**src/rtl/dsi_cmd_writer.sv**
```systemverilog
module dsi_cmd_writer #(
  parameter int TIMEOUT = 10000,
  localparam int CW = $clog2(TIMEOUT + 1)
) (
  input  logic        clk,
  input  logic        rst_n,
  input  logic [1:0]  link_state,
  input  logic        req_valid,
  output logic        req_ready,
  input  logic [5:0]  req_type,
  input  logic [15:0] req_count,
  input  logic [7:0]  req_param0,
  input  logic [7:0]  req_param1,
  input  logic        byte_valid,
  output logic        byte_ready,
  input  logic [7:0]  byte_data,
  input  logic        byte_last,
  input  logic        hdr_empty,
  input  logic        hdr_full,
  output logic        hdr_push,
  output logic [23:0] hdr_data,
  input  logic        pld_full,
  output logic        pld_push,
  output logic [31:0] pld_data,
  output logic        irq_clear,
  output logic        done_valid,
  output logic        done_ok
);
  typedef enum logic [2:0] {S_IDLE, S_WAIT, S_IRQ, S_PACK, S_ZERO, S_HDR, S_DONE} st_t;
  typedef enum logic [2:0] {C_BAD, C_SHORT, C_READ, C_LONG, C_NOP} cls_t;

  st_t         state;
  cls_t        cls, cls_q;
  logic [5:0]  typ_q;
  logic [15:0] cnt_q;
  logic [15:0] par_q;
  logic [CW-1:0] wait_q;
  logic [31:0] acc;
  logic [1:0]  lane;
  logic        wfull, lastw, ok_q;

  always_comb
    case (req_type)
      6'h03, 6'h13, 6'h23, 6'h05, 6'h15, 6'h37: cls = C_SHORT;
      6'h04, 6'h14, 6'h24, 6'h06:               cls = C_READ;
      6'h29, 6'h39:                             cls = C_LONG;
      6'h01, 6'h11, 6'h21, 6'h31, 6'h08,
      6'h09, 6'h19:                             cls = C_NOP;
      default:                                  cls = C_BAD;
    endcase

  function automatic st_t dispatch(input cls_t c, input logic zero);
    case (c)
      C_SHORT: return S_HDR;
      C_READ:  return S_IRQ;
      C_LONG:  return zero ? S_ZERO : S_PACK;
      default: return S_DONE;
    endcase
  endfunction

  always_ff @(posedge clk or negedge rst_n)
    if (!rst_n) begin
      state  <= S_IDLE;
      cls_q  <= C_BAD;
      typ_q  <= '0;
      cnt_q  <= '0;
      par_q  <= '0;
      wait_q <= '0;
      acc    <= '0;
      lane   <= '0;
      wfull  <= 1'b0;
      lastw  <= 1'b0;
      ok_q   <= 1'b0;
    end else
      case (state)
        S_IDLE:
          if (req_valid) begin
            typ_q  <= req_type;
            cnt_q  <= req_count;
            par_q  <= {req_param1, req_param0};
            cls_q  <= cls;
            wait_q <= '0;
            acc    <= '0;
            lane   <= '0;
            wfull  <= 1'b0;
            lastw  <= 1'b0;
            if (link_state == 2'd3 || cls == C_BAD) begin
              ok_q  <= 1'b0;
              state <= S_DONE;
            end else begin
              ok_q  <= 1'b1;
              state <= (link_state == 2'd1) ? S_WAIT : dispatch(cls, req_count == 16'd0);
            end
          end
        S_WAIT:
          if (hdr_empty) state <= dispatch(cls_q, cnt_q == 16'd0);
          else if (wait_q == CW'(TIMEOUT - 1)) begin
            ok_q  <= 1'b0;
            state <= S_DONE;
          end else wait_q <= wait_q + 1'b1;
        S_IRQ: state <= S_HDR;
        S_PACK:
          if (wfull) begin
            if (!pld_full) begin
              wfull <= 1'b0;
              acc   <= '0;
              if (lastw) state <= S_HDR;
            end
          end else if (byte_valid) begin
            acc[{lane, 3'b000} +: 8] <= byte_data;
            if (lane == 2'd3 || byte_last) begin
              wfull <= 1'b1;
              lane  <= '0;
              lastw <= byte_last;
            end else lane <= lane + 1'b1;
          end
        S_ZERO: if (!pld_full) state <= S_HDR;
        S_HDR:  if (!hdr_full) state <= S_DONE;
        default: state <= S_IDLE;
      endcase

  assign req_ready  = state == S_IDLE;
  assign byte_ready = state == S_PACK && !wfull;
  assign pld_push   = ((state == S_PACK && wfull) || state == S_ZERO) && !pld_full;
  assign pld_data   = acc;
  assign hdr_push   = state == S_HDR && !hdr_full;
  assign hdr_data   = (cls_q == C_LONG) ? {cnt_q[15:8], cnt_q[7:0], 2'b00, typ_q}
                                        : {par_q[15:8], par_q[7:0], 2'b00, typ_q};
  assign irq_clear  = state == S_IRQ;
  assign done_valid = state == S_DONE;
  assign done_ok    = ok_q;
endmodule

```
**config.mk**
```make
export PLATFORM = sky130hd
export DESIGN_NAME = dsi_cmd_writer
export DESIGN_NICKNAME = d
export VERILOG_FILES = /design/src/rtl/dsi_cmd_writer.sv
export SDC_FILE = /design/constraint.sdc
export NUM_CORES = 1
export LEC_CHECK = 0
export BUFFER_PORTS_ARGS = -buffer_cell sky130_fd_sc_hd__buf_2
export CORE_MARGIN = 4
export CORE_UTILIZATION = 53
export CTS_CLUSTER_SIZE = 20
export DETAILED_ROUTE_END_ITERATION = 7
export PLACE_DENSITY = 0.8
export SETUP_SLACK_MARGIN = 0.3
export SLEW_MARGIN = 5
export SYNTH_ARGS = -nofsm -noshare
export SYNTH_HDL_FRONTEND = slang
export SYNTH_SLANG_ARGS = --single-unit
```
**constraint.sdc**
```tcl
create_clock -name clk -period 2.2 [get_ports clk]
set_input_delay 0 -clock clk [delete_from_list [all_inputs] [get_ports clk]]
set_output_delay 0 -clock clk [all_outputs]
set_load 0.01 [all_outputs]
```
==> results of run 1 <==
-- registers in the layout, summed over array words and instances (netlist names) --
register  flops
cls_q         3
lastw         1
state         3
pld_data     32
cnt_q        16
lane          2
done_ok       1
wfull         1
typ_q         6
wait_q       14
par_q        16
-- cells by family after synthesis --
| logic type | count (synthesis) | share of synthesized area |
|---|---|---|
| mux | 18 | 0.0435 |
| compound gates | 85 | 0.139 |
| flops | 95 | 0.517 |
| simple gates | 226 | 0.238 |
| xor+xnor | 10 | 0.0190 |
| buf+inv | 33 | 0.0297 |
| other cells | 1 | 0.000816 |
| fa+ha+maj | 5 | 0.0136 |
-- critical path, stage by stage, from the launching register on --
cell and delay, ns:
dfrtp_1 0.42, or3b_4 0.44, o31ai_4 0.40, nand4_1 0.23
or4_1 0.45, nand2_1 0.09
-- repair_timing --
item,4_1_cts,5_1_grt
gates resized for setup,14,10
hold buffers,50,0
endpoints found under the hold margin,119,0
pin swaps,14,7
endpoints found under the setup margin,48,42
setup buffers,13,3
-- metal layers --
layer | up-vias | part of all wire | track usage
li1 | 2038 | - | -
met1 | 2106 | 0.41 | 0.346
met2 | 188 | 0.50 | 0.422
met3 | 31 | 0.071 | 0.0441
met4 | 0 | 0.020 | 0.0890
met5 | - | 0 | 0
-- synthesized netlist by cell type (3+ instances only) --
master and instances:
nand3_1 6, nor2b_1 3, clkbuf_1 18, nand2_2 5
nand4_1 7, and4_1 3, o32ai_1 3, a22o_1 32
nand2b_1 3, nand2_1 133, a21oi_1 9, a32o_1 3
inv_1 10, a21o_1 6, a31oi_1 3, nor3b_1 3
and3_1 3, xor2_1 8, nor4_1 9, nor2_1 25
dfrtp_1 95, buf_4 3, o22ai_1 3, o21ai_0 16
nor3_1 5, ha_1 5, mux2_2 16
-- power groups by stage --
stage               logic (mW)  clock network (mW)  registers (mW)
floorplan                 1.34                   0            2.53
global placement          2.03                   0            2.56
detailed placement        2.08                   0            2.59
CTS                       2.34                1.20            2.55
global route              2.66                1.27            2.62
finish                    2.44                1.17            2.56
-- worst max path at each step --
stage                              to  slack [ns]  cells after the start
after floorplan             wait_q[9]        0.22                      6
after global placement       state[0]        0.14                      6
after detailed placement  pld_data[3]        0.07                      7
after CTS                   wait_q[8]        0.14                      7
after global routing       wait_q[11]        0.01                      5
final                      wait_q[11]        0.12                      5
-- cell usage in the layout (no fill, tap or decap), types with 3 or more instances in the layout --
master	count
nand2_1	132
buf_2	115
dfrtp_1	95
dlygate4sd3_1	50
a22o_1	32
buf_4	28
nor2_1	23
mux2_2	16
o21ai_0	13
inv_1	10
nor4_1	9
clkbuf_8	9
a21oi_1	8
xor2_1	8
nand4_1	7
a21o_1	6
ha_1	5
nor3_1	4
nor3b_1	3
nand2_4	3
nor2b_1	3
o21ai_2	3
nand2b_1	3
nand3_1	3
o32ai_1	3
o22ai_1	3
a32o_1	3
a31oi_1	3
and4_1	3
nand3_2	3
and3_1	3
nand2_2	3
inv_8	3
buf_12	3
buf_6	3
-- area by class of cell --
| type | count | share of cell area |
|---|---|---|
| sequential | 95 | 0.376 |
| multi-input combinational | 346 | 0.344 |
| timing repair buffer | 199 | 0.219 |
| tap | 105 | 0.0208 |
| clock buffer | 9 | 0.0196 |
| clock inverter | 7 | 0.0133 |
| inverter | 11 | 0.00693 |
-- stage by stage --
step | hold slack (ns) | cells | setup slack [ns] | area, sq um | util
after floorplan | -0.296 | 474 | 0.221 | 4610 | -
after global placement | 0.0588 | 690 | 0.140 | 5380 | 0.646
after detailed placement | 0.0607 | 690 | 0.0688 | 5380 | 0.646
after CTS | 0.00837 | 769 | 0.135 | 6240 | 0.749
after global routing | 0.0567 | 772 | 0.0130 | 6320 | 0.757
final | 0.0465 | 772 | 0.116 | 6320 | 0.757
==> metrics.yaml, run 1 <==
synthesis.area_sq_um: 4600
synth_ff_type: "dfrtp_1"
r2r_cells: 5
hold_viol_final: 0
timing.rr.start: "state[1]"
reg2reg_slack_ns: 0.12
die-height_um: 101
holdPathEnd: "wfull"
fmaxAchievable_mhz: 480
rows: 33
sw_frac_of_total: 0.388
cts-htree-levels: 3
worstSetupPathType: "reg -> reg"
viasPerCell: 5.65
grt_pass1_wl_um: 20700
r2r_end: "wait_q[11]"
hold_start: "pld_full"
fin_skew_ns: 0.0137
grt_util_all_layers: 0.257
power.total_mw: 6.17
p_sw_mw: 2.40
clk_pin_slew_worst_paths_ns: 0.10
worstPathMaxFanout: 7
ys_ff_latch: 95
synth_cell_type_count: 57
cts_inserted_buffers: 9
p_int_mw: 3.78
critPathRequiredTime_ns: 2.50
async_reset_ff_frac: 1.00
finalCritPeriodShare: 0.947
cts_max_path_buffers: 2
initialDrtViolationCount: 221
die_w_um: 101
status: "completed"
synth_warnings: 0
nets: 723
ff_latch_area_sq_um: 2380
ant_nets: 0
max_cap_violations: 0
syn_to_final_growth_pct: 37.4
seq_power_share: 0.415
critPathLaunch: "state[1]"
worst_pin_slew_ns: 0.644
drive_gt1_frac: 0.312
cp-start-kind: "register"
synthesis.instances: 473
arrival_ns: 2.39
first_global_vias: 4250
hold_path_depth: 3
cts-root-buf: "clkbuf_8"
num_vias: 4363
wire_per_inst_um: 17.1
grt_max_degree: 48
min-delay-path-class: "in -> reg"
antenna_cells: 0
rsz0062_at_grt: "yes"
synth_area_per_cell_sq_um: 9.72
drv_slew: 0
io_pins: 119
drtPass1Iterations: 5
core-area_sq_um: 8340
dp_hpwl_um: 8430
synth_seq_area_share: 0.517
synth_top_area_frac: 0.517
relSlewSlack: 0.570
synth-edff-count: 0
drc: 0
clock_latency_ns: 0.37
power_density_nw_per_um2: 977
leakagePower_nw: 3.23
setup_viol: 0
ir_drop_v: 0.000486
fin_setup_tns_ns: 0
wirelength_um: 13200
yosys.area.top_type: "dfrtp_1"
gp_congestion: 0.839
endpoint_kind: "register"
antenna_found_initial: 0
n_fill_cell: 574
synthTopCellsByArea: "dfrtp_1, nand2_1, a22o_1"
multi_input_comb_area_sq_um: 2180
numClockSinks: 95
io_buffers: 116
pwr-share-comb: 0.395
cts_tree: "done"
start_util: 0.551
fin_crit_ns: 2.08
grt-ovfl-total: 0
clock_power_share: 0.190
dieArea_sq_um: 10200
Note: power is estimated with default switching activity, not from simulation.
==> run 2: changes to the inputs <==
--- a/config.mk
+++ b/config.mk
@@ -10,7 +10,7 @@
 export CORE_UTILIZATION = 53
 export CTS_CLUSTER_SIZE = 20
 export DETAILED_ROUTE_END_ITERATION = 7
-export PLACE_DENSITY = 0.8
+export PLACE_DENSITY_LB_ADDON = 0.15
 export SETUP_SLACK_MARGIN = 0.3
 export SLEW_MARGIN = 5
 export SYNTH_ARGS = -nofsm -noshare
==> run 2 against run 1 <==
Clock skew up 0.0028 ns. Largest power group unchanged. Highest routed layer unchanged. Total power is 2.6% higher. Global-route usage is 0.36 points lower. Core utilization up 1.4 points. Clock power grew 9%. First-iteration DRC count grew 17%. Worst hold slack got worse by 0.025 ns.
==> metrics.yaml, run 2 (synthesis gave the netlist of run 1 again) <==
gp_congestion: 0.864
die-height_um: 101
cts_max_path_buffers: 2
wirelength_um: 12700
power_density_nw_per_um2: 984
antenna_found_initial: 0
io_pins: 119
clock_latency_ns: 0.37
dp_hpwl_um: 8430
setup_viol: 0
drc: 0
power.total_mw: 6.33
viasPerCell: 5.49
cts_tree: "done"
cts_inserted_buffers: 9
worst_pin_slew_ns: 0.630
crit_buf_inv: 2
ant_nets: 0
drtPass1Iterations: 4
grt-ovfl-total: 0
ir_drop_v: 0.000675
grt_pass1_wl_um: 20400
wire_per_inst_um: 16.3
hold_viol_final: 0
antenna_cells: 0
arrival_ns: 2.39
dieArea_sq_um: 10200
crit_family: "simple AND/OR/NAND/NOR gates"
grt_max_degree: 53
worstPathCellList: "or4bb_4 -> nor4_4 -> o31ai_4 -> buf_4 -> buf_6 -> nand2_2 -> xor2_1 -> nor2_1"
fin_skew_ns: 0.0165
relSlewSlack: 0.580
drive_gt1_frac: 0.338
numClockSinks: 95
num_vias: 4299
fin_crit_ns: 2.13
grt_util_all_layers: 0.253
cpPeakStageDelay_ns: 0.55
initialDrtViolationCount: 259
rsz0062_at_grt: "yes"
critPathRequiredTime_ns: 2.47
die_w_um: 101
min-delay-path-class: "in -> reg"
finalCritPeriodShare: 0.967
max_cap_violations: 0
cp-start-kind: "register"
leakagePower_nw: 3.29
final_cell_mix: "nand2_1, buf_2, dfrtp_1"
fin_setup_tns_ns: 0
drv_slew: 0
core-area_sq_um: 8340
clk_pin_slew_worst_paths_ns: 0.10
final_common_cell: "nand2_1"
fmaxAchievable_mhz: 470
worstPathMaxFanout: 5
endpoint_kind: "register"
stdcell_count: 783
io_buffers: 116
status: "completed"
nets: 734
first_global_vias: 4133
cts-root-buf: "clkbuf_8"
dp_cells: 689
start_util: 0.551
syn_to_final_growth_pct: 40.0
cp_slowest_cell: "or4bb_4"
cts-htree-levels: 3
largest_reg_flops: 32
rows: 33
worstSetupPathType: "reg -> reg"
## run 2: changes by cell type in the layout (fill, tap and decap cells not counted), sizes merged
cell,delta
bufinv,+1
buf,+12
clkinv,-1
dlygate4sd3,-1
## run 2: final timing paths
kind                       slack (ns)  cells after the start          end   startpoint
min in group asynchronous        0.18                      2  pld_data[0]        rst_n
hold / removal                   0.02                      3     typ_q[4]  req_type[4]
setup / recovery                 0.07                      8    wait_q[2]   wait_q[12]
hold reg to reg                  0.49                      2     typ_q[1]     typ_q[1]
max in group asynchronous        1.33                      3     cnt_q[3]        rst_n
setup reg to reg                 0.07                      8    wait_q[2]   wait_q[12]
## run 2: per-stage QoR
step | area (sq um) | setup WS (ns) | hold slack (ns) | utilization
floorplan | 4610 | 0.221 | -0.296 | -
global placement | 5350 | 0.145 | 0.0646 | 0.642
detailed placement | 5350 | 0.0565 | 0.0713 | 0.642
CTS | 6270 | 0.100 | 0.000958 | 0.752
global route | 6440 | -0.00729 | 0.0527 | 0.772
finish | 6440 | 0.0736 | 0.0218 | 0.772
## run 2: tightest hold or removal path, stage by stage
cell	delay [ns]
buf_2	0.14
inv_1	0.11
o21ai_0	0.10
## run 2: layout make-up
cell class,count,area (sq um)
clock inverter,7,97.6
timing repair buffer,210,1460
clock buffer,9,124
fill,557,1900
inverter,11,41.3
tap,105,131
multi-input combinational,346,2210
sequential,95,2380
## run 2: timing repair
action                                  4_1_cts  5_1_grt
hold buffers                                 49        0
buffers inserted                             18       11
endpoints found under the setup margin       50       43
endpoints found under the hold margin       122        0
gates cloned                                  0        0
gates resized for setup                      16       21
pin swaps                                    17       20
## run 2: routing by layer
layer | track usage | wire (um)
met1 | 0.347 | 5390
met2 | 0.406 | 6150
met3 | 0.0420 | 928
met4 | 0.0951 | 263
met5 | 0 | 0
## run 2: power breakdown
group	internal [mW]	leakage, nW	switching [mW]
clock	0.565	0.113	0.705
sequential	2.21	1.26	0.335
combinational	1.17	1.91	1.35
==> run 3: changes to the inputs <==
--- a/config.mk
+++ b/config.mk
@@ -7,7 +7,8 @@
 export LEC_CHECK = 0
 export BUFFER_PORTS_ARGS = -buffer_cell sky130_fd_sc_hd__buf_2
 export CORE_MARGIN = 4
-export CORE_UTILIZATION = 53
+export CORE_UTILIZATION = 55
+export CTS_BUF_LIST = sky130_fd_sc_hd__clkbuf_4
 export CTS_CLUSTER_SIZE = 20
 export DETAILED_ROUTE_END_ITERATION = 7
 export PLACE_DENSITY_LB_ADDON = 0.15
==> run 3 against run 2 <==
Worst hold slack improved by 0.028 ns. Clock power decreased by 29%. Die area decreased by 3.4%. First-iteration DRC count decreased by 26%. Clock skew increased by 0.0013 ns. Core utilization decreased by 0.34 points. Routed wire length decreased by 0.66%. Cell area decreased by 2.4%. Non-clock buffer count decreased by 7. Register-to-register slack improved by 0.05 ns. Global-route usage increased by 0.76 points. Sequential share of layout area increased by 0.93 points. Largest cell class unchanged. Highest routed layer unchanged.
==> metrics.yaml, run 3 (synthesis gave the netlist of run 1 again) <==
status: "completed"
drtPass1Iterations: 5
die-height_um: 99.4
fmaxAchievable_mhz: 481
nets: 727
fin_skew_ns: 0.0178
fin_crit_ns: 2.08
final_cell_mix: "nand2_1, buf_2, dfrtp_1"
grt_pass1_wl_um: 20800
io_pins: 119
cts_max_path_buffers: 2
dp_cells: 688
worst_pin_slew_ns: 0.733
crit_family: "simple AND/OR/NAND/NOR gates"
cp-start-kind: "register"
arrival_ns: 2.40
dp_hpwl_um: 8250
use_met3: 0.0477
endpoint_kind: "register"
ir_drop_v: 0.000595
gp_congestion: 0.841
n_fill_cell: 547
clock_power_share: 0.154
viasPerCell: 5.53
critPathRequiredTime_ns: 2.52
max_cap_violations: 0
worstPathMaxFanout: 5
first_global_vias: 4244
clock_latency_ns: 0.45
hold_viol_final: 0
fin_ws_ns: 0.122
fin_setup_tns_ns: 0
antenna_cells: 0
io_buffers: 116
cp_slowest_cell: "or4bb_4"
drive_gt1_frac: 0.314
rows: 33
cts-htree-levels: 3
rsz0062_at_grt: "yes"
wire_per_inst_um: 16.3
die_w_um: 99.4
grt-busiest-layer: "met2"
pwr-share-comb: 0.413
clk_pin_slew_worst_paths_ns: 0.15
cts_inserted_buffers: 9
finalCritPeriodShare: 0.944
setup_viol: 0
worstPathCellList: "or4bb_4 -> nor4_4 -> o31ai_4 -> buf_6 -> nand4_1 -> xor2_1 -> nor2_1"
post-place-ws_ns: 0.0867
start_util: 0.562
placed_cell_area_sq_um: 5370
fin_area_sq_um: 6280
grt_max_degree: 57
min-delay-path-class: "in -> reg"
dieArea_sq_um: 9890
largest_reg_flops: 32
seq_power_share: 0.433
p_sw_mw: 2.30
power_density_nw_per_um2: 935
final_common_cell: "nand2_1"
grt_use_met1: 0.363
use_met2: 0.420
drv_slew: 0
power.total_mw: 5.87
relSlewSlack: 0.511
sw_frac_of_total: 0.392
cpPeakStageDelay_ns: 0.57
core-area_sq_um: 8180
syn_to_final_growth_pct: 36.6
cts-root-buf: "clkbuf_4"
drc: 0
numClockSinks: 95
grt-ovfl-total: 0
initialDrtViolationCount: 191
crit_buf_inv: 1
num_vias: 4288
antenna_found_initial: 0
cts_tree: "done"
p_int_mw: 3.57
stdcell_count: 776
wirelength_um: 12600
worstSetupPathType: "reg -> reg"
leakagePower_nw: 3.23
ant_nets: 0
grt_util_all_layers: 0.261
==> run 3: worst reg2reg max path: stages (launching register included) <==
cell,delay (ns)
dfrtp_1,0.43
or4bb_4,0.57
nor4_4,0.37
o31ai_4,0.15
buf_6,0.15
nand4_1,0.10
xor2_1,0.14
nor2_1,0.05
==> run 3: through the flow <==
step,util,hold WS (ns)
floorplan,-,-0.296
global placement,0.657,0.108
detailed placement,0.657,0.113
CTS,0.754,0.0387
global route,0.768,0.0549
finish,0.768,0.0502
==> run 3: timing repair <==
item / 4_1_cts / 5_1_grt
hold endpoints to repair: 133 / 0
buffers inserted: 11 / 8
pin swaps: 10 / 10
hold buffers: 53 / 0
gates resized for setup: 13 / 14
setup endpoints to repair: 49 / 67
==> run 3: final cells by class <==
class,instances,area [sq um],share of cell area
clock inverter,7,61.3,0.00976
tap,105,131,0.0209
sequential,95,2380,0.379
multi-input combinational,346,2180,0.346
clock buffer,9,67.6,0.0108
inverter,11,41.3,0.00657
timing repair buffer,203,1430,0.227
==> run 3: worst paths after layout <==
| kind | endpoint | slack, ns | cells after the start | from |
|---|---|---|---|---|
| max | wait_q[5] | 0.12 | 7 | wait_q[12] |
| min | lastw | 0.05 | 3 | req_valid |
| max reg2reg | wait_q[5] | 0.12 | 7 | wait_q[12] |
| min reg2reg | par_q[2] | 0.49 | 2 | par_q[2] |
| max in group asynchronous | wait_q[7] | 1.37 | 3 | rst_n |
| min in group asynchronous | lane[1] | 0.14 | 2 | rst_n |
==> run 3: power by group through the flow <==
| stage | clock [mW] | combinational, mW | sequential, mW |
|---|---|---|---|
| detailed placement | 0 | 2.11 | 2.57 |
| CTS | 0.916 | 2.33 | 2.53 |
| floorplan | 0 | 1.34 | 2.53 |
| global route | 0.995 | 2.69 | 2.59 |
| global placement | 0 | 2.06 | 2.55 |
| finish | 0.905 | 2.43 | 2.54 |
==> run 3: per-layer routing <==
metal | wire, um | vias up
met1 | 5590 | 2078
li1 | - | 2045
met2 | 6190 | 150
met5 | 0 | -
met4 | 171 | 0
met3 | 688 | 15
